## src/rtl/rmg_pkg.sv

```systemverilog
package rmg_pkg;
  localparam int SEL_W   = 16;
  localparam int OFF_W   = 16;
  localparam int SHIFT   = 4;
  localparam int IO_AW   = 16;
  localparam int DW      = 8;
  localparam int ADDR_W  = SEL_W + SHIFT + 1;
  localparam int GATE_BIT = 1;
  localparam int BUSY_BIT = 1;

  localparam logic [IO_AW-1:0] PORT_KBC_DATA = 16'h0060;
  localparam logic [IO_AW-1:0] PORT_KBC_CMD  = 16'h0064;
  localparam logic [IO_AW-1:0] PORT_FAST     = 16'h0092;
  localparam logic [DW-1:0]    CMD_WR_OUTP   = 8'hD1;

  function automatic logic [DW-1:0] one_bit(input int pos, input logic v);
    logic [DW-1:0] r;
    r = '0;
    r[pos] = v;
    return r;
  endfunction
endpackage

```

## src/rtl/rmg_addr_former.sv

```systemverilog
module rmg_addr_former #(
  parameter int SEL_W  = 16,
  parameter int OFF_W  = 16,
  parameter int SHIFT  = 4,
  localparam int AW    = SEL_W + SHIFT + 1
) (
  input  logic             clk,
  input  logic             rst,
  input  logic [SEL_W-1:0] sel,
  input  logic [OFF_W-1:0] off,
  input  logic             gate_open,
  output logic [AW-1:0]    sum_q,
  output logic [AW-1:0]    bus_q
);
  localparam int MASK_BIT = AW - 1;

  logic [AW-1:0] base_ext;
  logic [AW-1:0] off_ext;
  logic [AW-1:0] sum_d;
  logic [AW-1:0] bus_d;

  always_comb begin
    base_ext = '0;
    base_ext[SHIFT +: SEL_W] = sel;
    off_ext  = '0;
    off_ext[OFF_W-1:0] = off;
    sum_d    = base_ext + off_ext;
  end

  for (genvar i = 0; i < AW; i++) begin : g_bit
    if (i == MASK_BIT) begin : g_gated
      assign bus_d[i] = sum_d[i] & gate_open;
    end else begin : g_pass
      assign bus_d[i] = sum_d[i];
    end
  end

  always_ff @(posedge clk) begin
    if (rst) begin
      sum_q <= '0;
      bus_q <= '0;
    end else begin
      sum_q <= sum_d;
      bus_q <= bus_d;
    end
  end
endmodule

```

## src/rtl/rmg_kbc_gate.sv

```systemverilog
module rmg_kbc_gate #(
  parameter int IO_AW    = 16,
  parameter int DW       = 8,
  parameter int BUSY_CYC = 4,
  parameter int GATE_BIT = 1,
  parameter logic [IO_AW-1:0] DATA_PORT = 16'h0060,
  parameter logic [IO_AW-1:0] CMD_PORT  = 16'h0064,
  parameter logic [DW-1:0]    WR_CMD    = 8'hD1
) (
  input  logic             clk,
  input  logic             rst,
  input  logic             io_wr,
  input  logic [IO_AW-1:0] io_port,
  input  logic [DW-1:0]    io_wdata,
  output logic             busy,
  output logic             gate_bit
);
  localparam int CW = (BUSY_CYC > 0) ? $clog2(BUSY_CYC + 1) : 1;

  logic          hit_cmd, hit_dat, acc_cmd, acc_dat;
  logic          pend_q;
  logic [DW-1:0] outp_q;

  assign hit_cmd = io_wr && (io_port == CMD_PORT);
  assign hit_dat = io_wr && (io_port == DATA_PORT);
  assign acc_cmd = hit_cmd && !busy;
  assign acc_dat = hit_dat && !busy;

  if (BUSY_CYC > 0) begin : g_busy
    logic [CW-1:0] cnt_q;
    always_ff @(posedge clk) begin
      if (rst) begin
        cnt_q <= '0;
      end else if (acc_cmd || acc_dat) begin
        cnt_q <= CW'(BUSY_CYC);
      end else if (cnt_q != '0) begin
        cnt_q <= cnt_q - 1'b1;
      end
    end
    assign busy = (cnt_q != '0);
  end else begin : g_nobusy
    assign busy = 1'b0;
  end

  always_ff @(posedge clk) begin
    if (rst) begin
      pend_q <= 1'b0;
      outp_q <= '0;
    end else begin
      if (acc_cmd) begin
        pend_q <= (io_wdata == WR_CMD);
      end else if (acc_dat) begin
        pend_q <= 1'b0;
      end
      if (acc_dat && pend_q) begin
        outp_q <= io_wdata;
      end
    end
  end

  assign gate_bit = outp_q[GATE_BIT];
endmodule

```

## src/rtl/rmg_fast_gate.sv

```systemverilog
module rmg_fast_gate #(
  parameter int IO_AW    = 16,
  parameter int DW       = 8,
  parameter int GATE_BIT = 1,
  parameter logic [IO_AW-1:0] FAST_PORT = 16'h0092
) (
  input  logic             clk,
  input  logic             rst,
  input  logic             io_wr,
  input  logic [IO_AW-1:0] io_port,
  input  logic [DW-1:0]    io_wdata,
  output logic             fast_bit
);
  always_ff @(posedge clk) begin
    if (rst) begin
      fast_bit <= 1'b0;
    end else if (io_wr && (io_port == FAST_PORT)) begin
      fast_bit <= io_wdata[GATE_BIT];
    end
  end
endmodule

```

## src/rtl/rm_addr_gate.sv

```systemverilog
module rm_addr_gate
  import rmg_pkg::*;
#(
  parameter int BUSY_CYC = 4
) (
  input  logic              clk,
  input  logic              rst,
  input  logic [SEL_W-1:0]  seg_sel,
  input  logic [OFF_W-1:0]  seg_off,
  input  logic              io_wr,
  input  logic              io_rd,
  input  logic [IO_AW-1:0]  io_port,
  input  logic [DW-1:0]     io_wdata,
  output logic [DW-1:0]     io_rdata,
  output logic [ADDR_W-1:0] lin_sum,
  output logic [ADDR_W-1:0] bus_addr,
  output logic              a20_en
);
  logic kbc_busy;
  logic kbc_gate;
  logic fast_bit;

  rmg_kbc_gate #(
    .IO_AW(IO_AW), .DW(DW), .BUSY_CYC(BUSY_CYC), .GATE_BIT(GATE_BIT),
    .DATA_PORT(PORT_KBC_DATA), .CMD_PORT(PORT_KBC_CMD), .WR_CMD(CMD_WR_OUTP)
  ) u_kbc (
    .clk(clk), .rst(rst), .io_wr(io_wr), .io_port(io_port),
    .io_wdata(io_wdata), .busy(kbc_busy), .gate_bit(kbc_gate)
  );

  rmg_fast_gate #(
    .IO_AW(IO_AW), .DW(DW), .GATE_BIT(GATE_BIT), .FAST_PORT(PORT_FAST)
  ) u_fast (
    .clk(clk), .rst(rst), .io_wr(io_wr), .io_port(io_port),
    .io_wdata(io_wdata), .fast_bit(fast_bit)
  );

  assign a20_en = kbc_gate | fast_bit;

  rmg_addr_former #(
    .SEL_W(SEL_W), .OFF_W(OFF_W), .SHIFT(SHIFT)
  ) u_addr (
    .clk(clk), .rst(rst), .sel(seg_sel), .off(seg_off),
    .gate_open(a20_en), .sum_q(lin_sum), .bus_q(bus_addr)
  );

  always_ff @(posedge clk) begin
    if (rst) begin
      io_rdata <= '0;
    end else if (io_rd && (io_port == PORT_KBC_CMD)) begin
      io_rdata <= one_bit(BUSY_BIT, kbc_busy);
    end else if (io_rd && (io_port == PORT_FAST)) begin
      io_rdata <= one_bit(GATE_BIT, fast_bit);
    end else begin
      io_rdata <= '0;
    end
  end
endmodule

```

## config.mk

```make
export PLATFORM = sky130hd
export DESIGN_NAME = rm_addr_gate
export DESIGN_NICKNAME = d
export VERILOG_FILES = /design/src/rtl/rmg_pkg.sv /design/src/rtl/rmg_addr_former.sv /design/src/rtl/rmg_kbc_gate.sv /design/src/rtl/rmg_fast_gate.sv /design/src/rtl/rm_addr_gate.sv
export SDC_FILE = /design/constraint.sdc
export NUM_CORES = 1
export LEC_CHECK = 0
export ABC_AREA = 1
export BUFFER_PORTS_ARGS = -buffer_cell sky130_fd_sc_hd__buf_4
export CAP_MARGIN = 20
export CORE_MARGIN = 4
export CORE_UTILIZATION = 46
export DETAILED_ROUTE_END_ITERATION = 6
export GPL_ROUTABILITY_DRIVEN = 0
export GPL_TIMING_DRIVEN = 0
export PLACE_DENSITY_LB_ADDON = 0.1
export SLEW_MARGIN = 20
export SYNTH_ARGS = -nofsm -noshare
export SYNTH_HDL_FRONTEND = slang
export SYNTH_SLANG_ARGS = --single-unit
```

## constraint.sdc

```tcl
create_clock -name clk -period 2 [get_ports clk]
set_input_delay 0.4 -clock clk [delete_from_list [all_inputs] [get_ports clk]]
set_output_delay 0.4 -clock clk [all_outputs]
set_load 0.02 [all_outputs]
```

==> flow_metrics.tcl, run 1 <==
set metrics [dict create \
    clkPwrFrac 0.290 \
    seqPwrFrac 0.319 \
    drc 0 \
    synthArstFlopShare 0 \
    powerDensity_nw_per_um2 684 \
    peakVddDrop_uv 347 \
    p_int_w 0.00143 \
    synth_cells 333 \
    synth_seq_area_share 0.271 \
    fmax_ghz 0.632 \
    wire_per_inst_um 10.1 \
    yosysWarnings 0 \
    grt.total_usage 0.175 \
    met3_usage 0.0449 \
    critPathCaptureType "flop" \
    cts_tree "yes" \
    clkTransAtPathRegs_ns 0.06 \
    antenna_found_initial 0 \
    dpl.hpwl_mm 4.36 \
    antennaDiodeCount 0 \
    netSwitchingFraction 0.327 \
    fill_cells 397 \
    drtAntennaViolNets 0 \
    setup_viol 0 \
    htreeDepth 2 \
    wl_mm 5.05 \
    p_comb_frac 0.391 \
    initial_core_util 0.485 \
    critical_path_required_ns 2.16 \
    cts_setup_buffers 0 \
    grt_pass1_vias 2145 \
    ys_ff_latch 29 \
    numClockSinks 29 \
    die_x_um 76.2 \
    io_pins 111 \
    synth-main-ff-cell "dfxtp_1" \
    dieArea_um2 5810 \
    grt.met2_usage 0.326 \
    fin_skew_ns 0.00220 \
    cap_violations 0 \
    synth.avg_cell_area_um2 6.43 \
    worstSkewPairLatency_ns 0.27 \
    grt_pass1_wl_mm 8.81 \
    area_delta_synth_final_pct 45.3 \
    synth_edf_count 0 \
    path_max_fanout 4 \
    drv_slew 0 \
    cts_buffers 5 \
    ff_latch_area_um2 581 \
    core_area_um2 4410 \
    num_vias 2240 \
    drive_gt1_frac 0.361 \
    busiest_layer "met2" \
    vias_per_cell 4.47 \
    critPathLaunchType "input pin" \
    p_sw_w 0.000695 \
    hold_viol_final 0 \
    use_met1 0.194 \
    grt_max_degree 11 \
    p_total_w 0.00213 \
    hold_buffers 0 \
    tns_ns 0 \
    clock-root-buffer "clkbuf_8" \
    leakagePower_nw 1.83 \
    die-height_um 76.2 \
    multi_input_area_um2 1140 \
    grt_overflow 0 \
    ys_types 28 \
    nNetsFinal 524 \
    syn_area_um2 2140 \
    crit_arrival_ns 1.74 \
    fin_crit_sh 0.791 \
    status "completed" \
    row_count 24 \
    firstDrtPassIters 4 \
    final_common_cell "buf_4" \
    drtIter0Drc 43 \
    postCtsResizedCells 0 \
    rsz0062_at_grt "false" \
    final_cell_mix "buf_4, nand2_1, inv_1" \
    period_minus_slack_ns 1.58 \
    worstHoldPathType "in -> reg" \
    port_buffers 102 \
    worst-setup-path-type "in -> reg" \
    cts.path.max_buffers 2 \
]
[sequential cells by signal (all words and copies together) (netlist names)]
name	cells
io_rdata	1
u_addr.bus_q	21
u_addr.sum_q	1
u_fast.fast_bit	1
u_kbc.g_busy.cnt_q	3
u_kbc.outp_q	1
u_kbc.pend_q	1
[synthesized netlist by cell type (2+ instances only)]
cell | count | share of area
nor2_1 | 47 | 0.082
nand4_1 | 3 | 0.0088
nor4_1 | 2 | 0.0058
dfxtp_1 | 29 | 0.27
buf_2 | 2 | 0.0047
nor3_2 | 2 | 0.0094
inv_1 | 54 | 0.095
nand2_2 | 10 | 0.029
ha_1 | 15 | 0.088
nand2_1 | 76 | 0.13
nand3_2 | 3 | 0.014
o21ai_0 | 6 | 0.014
o21ai_1 | 2 | 0.0047
inv_2 | 4 | 0.0070
a21oi_1 | 18 | 0.042
buf_4 | 27 | 0.095
nor3_1 | 4 | 0.0094
nand3_1 | 19 | 0.044
[layer usage]
metal	wire length, um	part of all wire
met1	2090	0.41
met2	2620	0.52
met3	308	0.061
met4	27	0.0053
met5	0	0
[worst max-delay path, stage by stage]
cell     delay [ns]
buf_4          0.11
ha_1           0.22
fa_1           0.42
nand3_1        0.10
nand2_1        0.10
nand3_1        0.10
nand3_2        0.11
nor2_1         0.13
nor2_1         0.06
[cell families after synthesis]
group	Yosys count	synth area share
AND/OR/NAND/NOR	172	0.358
buffers and inverters	88	0.206
flip-flops	29	0.271
AO/OA/AOI/OAI	27	0.0649
adder cells (fa/ha/maj)	16	0.0971
other	1	0.00175
[layout make-up]
class	instances	area share
multi-input combinational	222	0.367
tap	52	0.0209
sequential	29	0.187
clock inverter	1	0.00966
timing repair buffer	102	0.246
buffer	30	0.0720
clock buffer	7	0.0278
inverter	58	0.0700
[power by group through the flow]
stage	sequential (W)	combinational (W)	clock (W)
5_1_grt	0.000686	0.000935	0.000658
6_report	0.000678	0.000832	0.000618
4_1_cts	0.000679	0.000838	0.000631
3_3_place_gp	0.000687	0.000817	0
2_1_floorplan	0.000732	0.000500	0
3_5_place_dp	0.000691	0.000833	0
[stage by stage]
step / setup slack (ns) / std cells / instance area, um2 / utilization / hold WS (ns)
final: 0.418 / 501 / 3110 / 0.704 / 0.330
after global routing: 0.288 / 501 / 3110 / 0.704 / 0.340
after CTS: 0.430 / 501 / 3110 / 0.704 / 0.323
after detailed placement: 0.160 / 493 / 2990 / 0.678 / 0.454
after global placement: 0.181 / 493 / 2990 / 0.678 / 0.442
after floorplan: 0.386 / 339 / 2160 / - / 0.435
[final timing paths]
check | cells after the start | to | slack, ns | from
max | 9 | u_addr.bus_q[16] | 0.42 | seg_sel[0]
max reg2reg | 8 | u_kbc.g_busy.cnt_q[0] | 0.49 | u_kbc.g_busy.cnt_q[0]
min | 3 | u_addr.bus_q[3] | 0.33 | seg_off[3]
min reg2reg | 2 | u_kbc.g_busy.cnt_q[0] | 0.46 | u_kbc.g_busy.cnt_q[0]
Note: power is estimated with default switching activity, not from simulation.
==> run 2, diff against run 1 <==
ABC_AREA = 0   (was 1)
CORE_UTILIZATION = 41   (was 46)
clock period = 1.3 ns   (was 2 ns; I/O delays follow)
==> flow_metrics.tcl, run 2 <==
set metrics [dict create \
    synth.avg_cell_area_um2 8.86 \
    hold_viol_final 0 \
    min_from "seg_off[2]" \
    stdcell_area_um2 3640 \
    post_dp_cell_area_um2 3190 \
    firstDrtPassIters 4 \
    leakagePower_nw 1.67 \
    regMostFlops "u_addr.bus_q" \
    cpPeakStageDelay_ns 0.36 \
    grt_pass1_vias 2054 \
    htreeDepth 2 \
    slowest_stage "fa_2" \
    critPathLaunchType "input pin" \
    cap_violations 0 \
    io_pins 111 \
    port_buffers 103 \
    min_to "u_addr.bus_q[2]" \
    synth-main-ff-cell "dfxtp_1" \
    fin_skew_ns 0.0124 \
    violations "negative setup slack" \
    powerDensity_nw_per_um2 974 \
    synthTopCellsByCount "dfxtp_1, buf_4, nor2_1, ha_1" \
    largest_reg_flops 21 \
    crit_chain "buf_6, ha_4, fa_2, a21oi_4, o211ai_4, a21o_1, a21oi_2, mux2_4" \
    synth_edf_count 0 \
    final_common_cell "buf_4" \
    row_count 25 \
    antenna_found_initial 0 \
    crit_arrival_ns 1.83 \
    p_total_w 0.00354 \
    synth_cells 228 \
    worst-setup-path-type "in -> reg" \
    ff2ff_path_depth 7 \
    reg2reg_slack_ns -0.02 \
    clock-root-buffer "clkbuf_8" \
    drc 0 \
    num_vias 2091 \
    fmax_ghz 0.603 \
    synth_area_leaders "dfxtp_1, buf_4, ha_1" \
    reg.largest.list "u_addr.bus_q x21, u_kbc.g_busy.cnt_q x3" \
    fin_crit_sh 1.28 \
    path_max_fanout 4 \
    r2r_start "u_kbc.g_busy.cnt_q[0]" \
    ys_types 55 \
    worstSkewPairLatency_ns 0.28 \
    syn_area_um2 2020 \
    dpl.hpwl_mm 4.47 \
    crit_family "compound AO/OA/AOI/OAI gates" \
    synth_top_area_share 0.287 \
    period_minus_slack_ns 1.66 \
    drtAntennaViolNets 0 \
    drive_gt1_frac 0.627 \
    critical_path_required_ns 1.48 \
    die_x_um 78.2 \
    synth_largest_area_cell "dfxtp_1" \
    drtIter0Drc 61 \
    peakVddDrop_uv 566 \
    numClockSinks 29 \
    initial_core_util 0.425 \
    crit_buf_inv 1 \
    worstHoldPathType "in -> reg" \
    grt_pass1_wl_mm 9.39 \
    core_area_um2 4750 \
    final_cell_mix "buf_4, dfxtp_1, buf_6" \
    nNetsFinal 438 \
    hold_depth 2 \
    synthArstFlopShare 0 \
    wire_per_inst_um 14.2 \
    wl_mm 6.08 \
    yosysMostFrequentCell "dfxtp_1" \
    clkTransAtPathRegs_ns 0.07 \
    postLayoutSetupSlackWorst_ns -0.358 \
    critPathCaptureType "flop" \
    area_delta_synth_final_pct 80.1 \
    yosysWarnings 0 \
    synth_seq_area_share 0.287 \
    grt_max_degree 11 \
    grt.total_usage 0.192 \
    status "complete, but fails checks" \
    cts.path.max_buffers 2 \
    drv_slew 0 \
    grt_overflow 0 \
    r2r-end "u_kbc.pend_q" \
    vias_per_cell 4.87 \
    die-height_um 78.2 \
    cts_buffers 5 \
    dieArea_um2 6120 \
    cts_tree "yes" \
    antennaDiodeCount 0 \
    rsz0062_at_grt "true" \
    ys_ff_latch 29 \
    setup_viol 15 \
]
[run 2: cell types whose count changed after synthesis, moves of 5 or more]
cell	previous run	this run
nand2_1	76	10
inv_1	54	10
nor2_1	47	20
nand3_1	19	8
nor2b_1	0	11
nand2_2	10	0
a21oi_1	18	11
a21o_1	0	5
clkbuf_1	0	5
mux2i_1	0	5
o21ai_0	6	1
[run 2: stage by stage]
stage | utilization | setup WS (ns) | hold WS, ns | TNS, ns | cells
finish | 0.765 | -0.358 | 0.191 | -2.43 | 429
global route | 0.765 | -0.402 | 0.193 | -3.38 | 429
CTS | 0.738 | -0.370 | 0.186 | -1.99 | 425
detailed placement | 0.672 | -0.796 | 0.476 | -9.43 | 404
global placement | 0.672 | -0.725 | 0.472 | -8.68 | 404
floorplan | - | -0.500 | 0.388 | -3.28 | 234
[run 2: per-layer routing]
| metal | vias up | wire, um | GRT usage | part of all wire |
|---|---|---|---|---|
| li1 | 1034 | - | - | - |
| met3 | 7 | 421 | 0.0470 | 0.069 |
| met2 | 69 | 3300 | 0.358 | 0.54 |
| met5 | - | 0 | 0 | 0 |
| met4 | 0 | 66 | 0.0594 | 0.011 |
| met1 | 981 | 2290 | 0.212 | 0.38 |
[run 2: report_power, final]
group	internal [W]	switching, W
registers	0.000988	0.0000570
clock network	0.000419	0.000342
logic	0.000930	0.000808
[run 2: how the worst max path moves through the flow]
| stage | cells after the start | slack, ns | start | end |
|---|---|---|---|---|
| 2_1_floorplan | 7 | -0.50 | seg_sel[0] | u_addr.bus_q[12] |
| 3_3_place_gp | 8 | -0.72 | seg_sel[0] | u_addr.bus_q[12] |
| 3_5_place_dp | 8 | -0.80 | seg_sel[0] | u_addr.bus_q[12] |
| 4_1_cts | 8 | -0.37 | seg_off[4] | u_addr.bus_q[12] |
| 5_1_grt | 8 | -0.40 | seg_off[4] | u_addr.bus_q[12] |
| 6_report | 8 | -0.36 | seg_off[4] | u_addr.bus_q[12] |
[run 2: final cells by class]
class	count	area, um2
Buffer	31	218
Timing Repair Buffer	125	1020
Multi-Input combinational cell	160	1610
Inverter	10	37.5
Tap cell	67	83.8
Sequential cell	29	583
Clock buffer	7	86.3
Fill cell	351	1120
[run 2: worst register-to-register path, cell delays in order (launching register included)]
cell and delay, ns:
dfxtp_2 0.33, inv_2 0.06, ha_4 0.14, ha_4 0.16
nand2_4 0.07, nor3_4 0.17, mux2i_1 0.21, nor2_1 0.05
[run 2: cell families after synthesis]
logic type | Yosys count | share of synthesized area
adder cells (fa/ha/maj) | 16 | 0.103
buffers and inverters | 45 | 0.136
AO/OA/AOI/OAI | 36 | 0.144
AND/OR/NAND/NOR | 85 | 0.246
XOR/XNOR | 6 | 0.0260
multiplexers | 10 | 0.0563
flip-flops | 29 | 0.287
other | 1 | 0.00186
[run 2: timing repair]
item / 4_1_cts / 5_1_grt
hold endpoints to repair: 0 / 0
setup buffers: 18 / 7
gates resized for setup: 30 / 23
endpoints found under the setup margin: 18 / 18
hold buffers: 0 / 0
cloned: 0 / 0
pin swaps: 28 / 23
==> run 3, diff against run 2 <==
MAX_ROUTING_LAYER = met4   (was default)
==> flow_metrics.tcl, run 3 (synthesis gave the netlist of run 2 again) <==
set metrics [dict create \
    cts_tree "yes" \
    setup_viol 15 \
    die_x_um 78.2 \
    fmax_ghz 0.603 \
    leakagePower_nw 1.67 \
    firstDrtPassIters 4 \
    grt_pass1_wl_mm 9.40 \
    io_pins 111 \
    dp_cells 404 \
    antenna_found_initial 0 \
    violations "negative setup slack" \
    critical_path_required_ns 1.48 \
    area_delta_synth_final_pct 80.1 \
    hold_buffers 0 \
    rsz0062_at_grt "true" \
    antennaDiodeCount 0 \
    powerDensity_nw_per_um2 975 \
    p_comb_frac 0.491 \
    p_sw_w 0.00121 \
    critPathCaptureType "flop" \
    crit_arrival_ns 1.83 \
    cts_buffers 5 \
    drv_slew 0 \
    final_cell_mix "buf_4, dfxtp_1, buf_6" \
    hold_viol_final 0 \
    row_count 25 \
    cts.path.max_buffers 2 \
    post_dp_cell_area_um2 3190 \
    worstSkewPairLatency_ns 0.28 \
    timing.hold.ws_ns 0.193 \
    fin_crit_sh 1.28 \
    drtAntennaViolNets 0 \
    drtIter0Drc 56 \
    num_vias 2084 \
    period_minus_slack_ns 1.66 \
    dpl.hpwl_mm 4.47 \
    fin_skew_ns 0.0123 \
    drive_gt1_frac 0.627 \
    grt_overflow 0 \
    wire_per_inst_um 14.2 \
    postLayoutSetupSlackWorst_ns -0.358 \
    clkPwrFrac 0.215 \
    critPathLaunchType "input pin" \
    numClockSinks 29 \
    core_area_um2 4750 \
    netSwitchingFraction 0.341 \
    initial_core_util 0.425 \
    grt_pass1_vias 2048 \
    port_buffers 103 \
    stdcell_area_um2 3640 \
    status "complete, but fails checks" \
    largest_reg_flops 21 \
    regMostFlops "u_addr.bus_q" \
    die-height_um 78.2 \
    htreeDepth 2 \
    wl_mm 6.11 \
    worst-setup-path-type "in -> reg" \
    dieArea_um2 6120 \
    final_common_cell "buf_4" \
    nNetsFinal 438 \
    seqPwrFrac 0.295 \
    grt_max_degree 11 \
    p_int_w 0.00234 \
    final_core_util 0.765 \
    worstHoldPathType "in -> reg" \
    vias_per_cell 4.86 \
    clkTransAtPathRegs_ns 0.07 \
    grt.total_usage 0.198 \
    clock-root-buffer "clkbuf_8" \
    reg.largest.list "u_addr.bus_q x21, u_kbc.g_busy.cnt_q x3" \
    tns_ns -2.44 \
    cap_violations 0 \
    drc 0 \
    peakVddDrop_uv 569 \
    path_max_fanout 4 \
    final_cells 429 \
]
-- run 3: cell counts in the layout (fill, tap and decap cells not counted) --
No cell type changed its count.
-- run 3: path summary, 6_finish.rpt --
path                          from                to  slack, ns  cells after the start
max                     seg_off[4]  u_addr.bus_q[12]      -0.36                      8
max reg2reg  u_kbc.g_busy.cnt_q[1]      u_kbc.pend_q      -0.02                      7
min                     seg_off[2]   u_addr.bus_q[2]       0.19                      2
min reg2reg           u_kbc.pend_q      u_kbc.pend_q       0.50                      2
-- run 3: routing by layer --
layer  part of all wire  global-route usage  wire length, um
met5                  0                   -                0
met4              0.011              0.0594               66
met3              0.065              0.0447              398
met2               0.54               0.357             3290
met1               0.39               0.216             2360
-- run 3: critical path: stages --
cell and delay [ns]:
buf_6 0.10, ha_4 0.15, fa_2 0.36, a21oi_4 0.19
o211ai_4 0.11, a21o_1 0.20, a21oi_2 0.15, mux2_4 0.31
-- run 3: stage by stage --
stage               setup slack (ns)  total power, W
CTS                           -0.370         0.00345
floorplan                     -0.500         0.00205
global placement              -0.725         0.00252
detailed placement            -0.796         0.00256
global route                  -0.402         0.00374
finish                        -0.358         0.00355
-- run 3: timing repair --
item	4_1_cts	5_1_grt
pin swaps	28	23
endpoints found under the setup margin	18	18
gates cloned	0	0
gates resized for setup	30	23
buffers inserted	18	7
-- run 3: area by class of cell --
class | count | area, um2
Inverter | 10 | 37.5
Fill cell | 351 | 1120
Buffer | 31 | 218
Sequential cell | 29 | 583
Tap cell | 67 | 83.8
Timing Repair Buffer | 125 | 1020
Clock buffer | 7 | 86.3
Multi-Input combinational cell | 160 | 1610
-- run 3: power groups by stage --
stage	Sequential (W)	Clock (W)	Combinational (W)
6_report	0.00105	0.000761	0.00174
5_1_grt	0.00106	0.000819	0.00187
4_1_cts	0.00105	0.000771	0.00163
3_5_place_dp	0.00106	0	0.00149
3_3_place_gp	0.00106	0	0.00146
2_1_floorplan	0.00113	0	0.000917
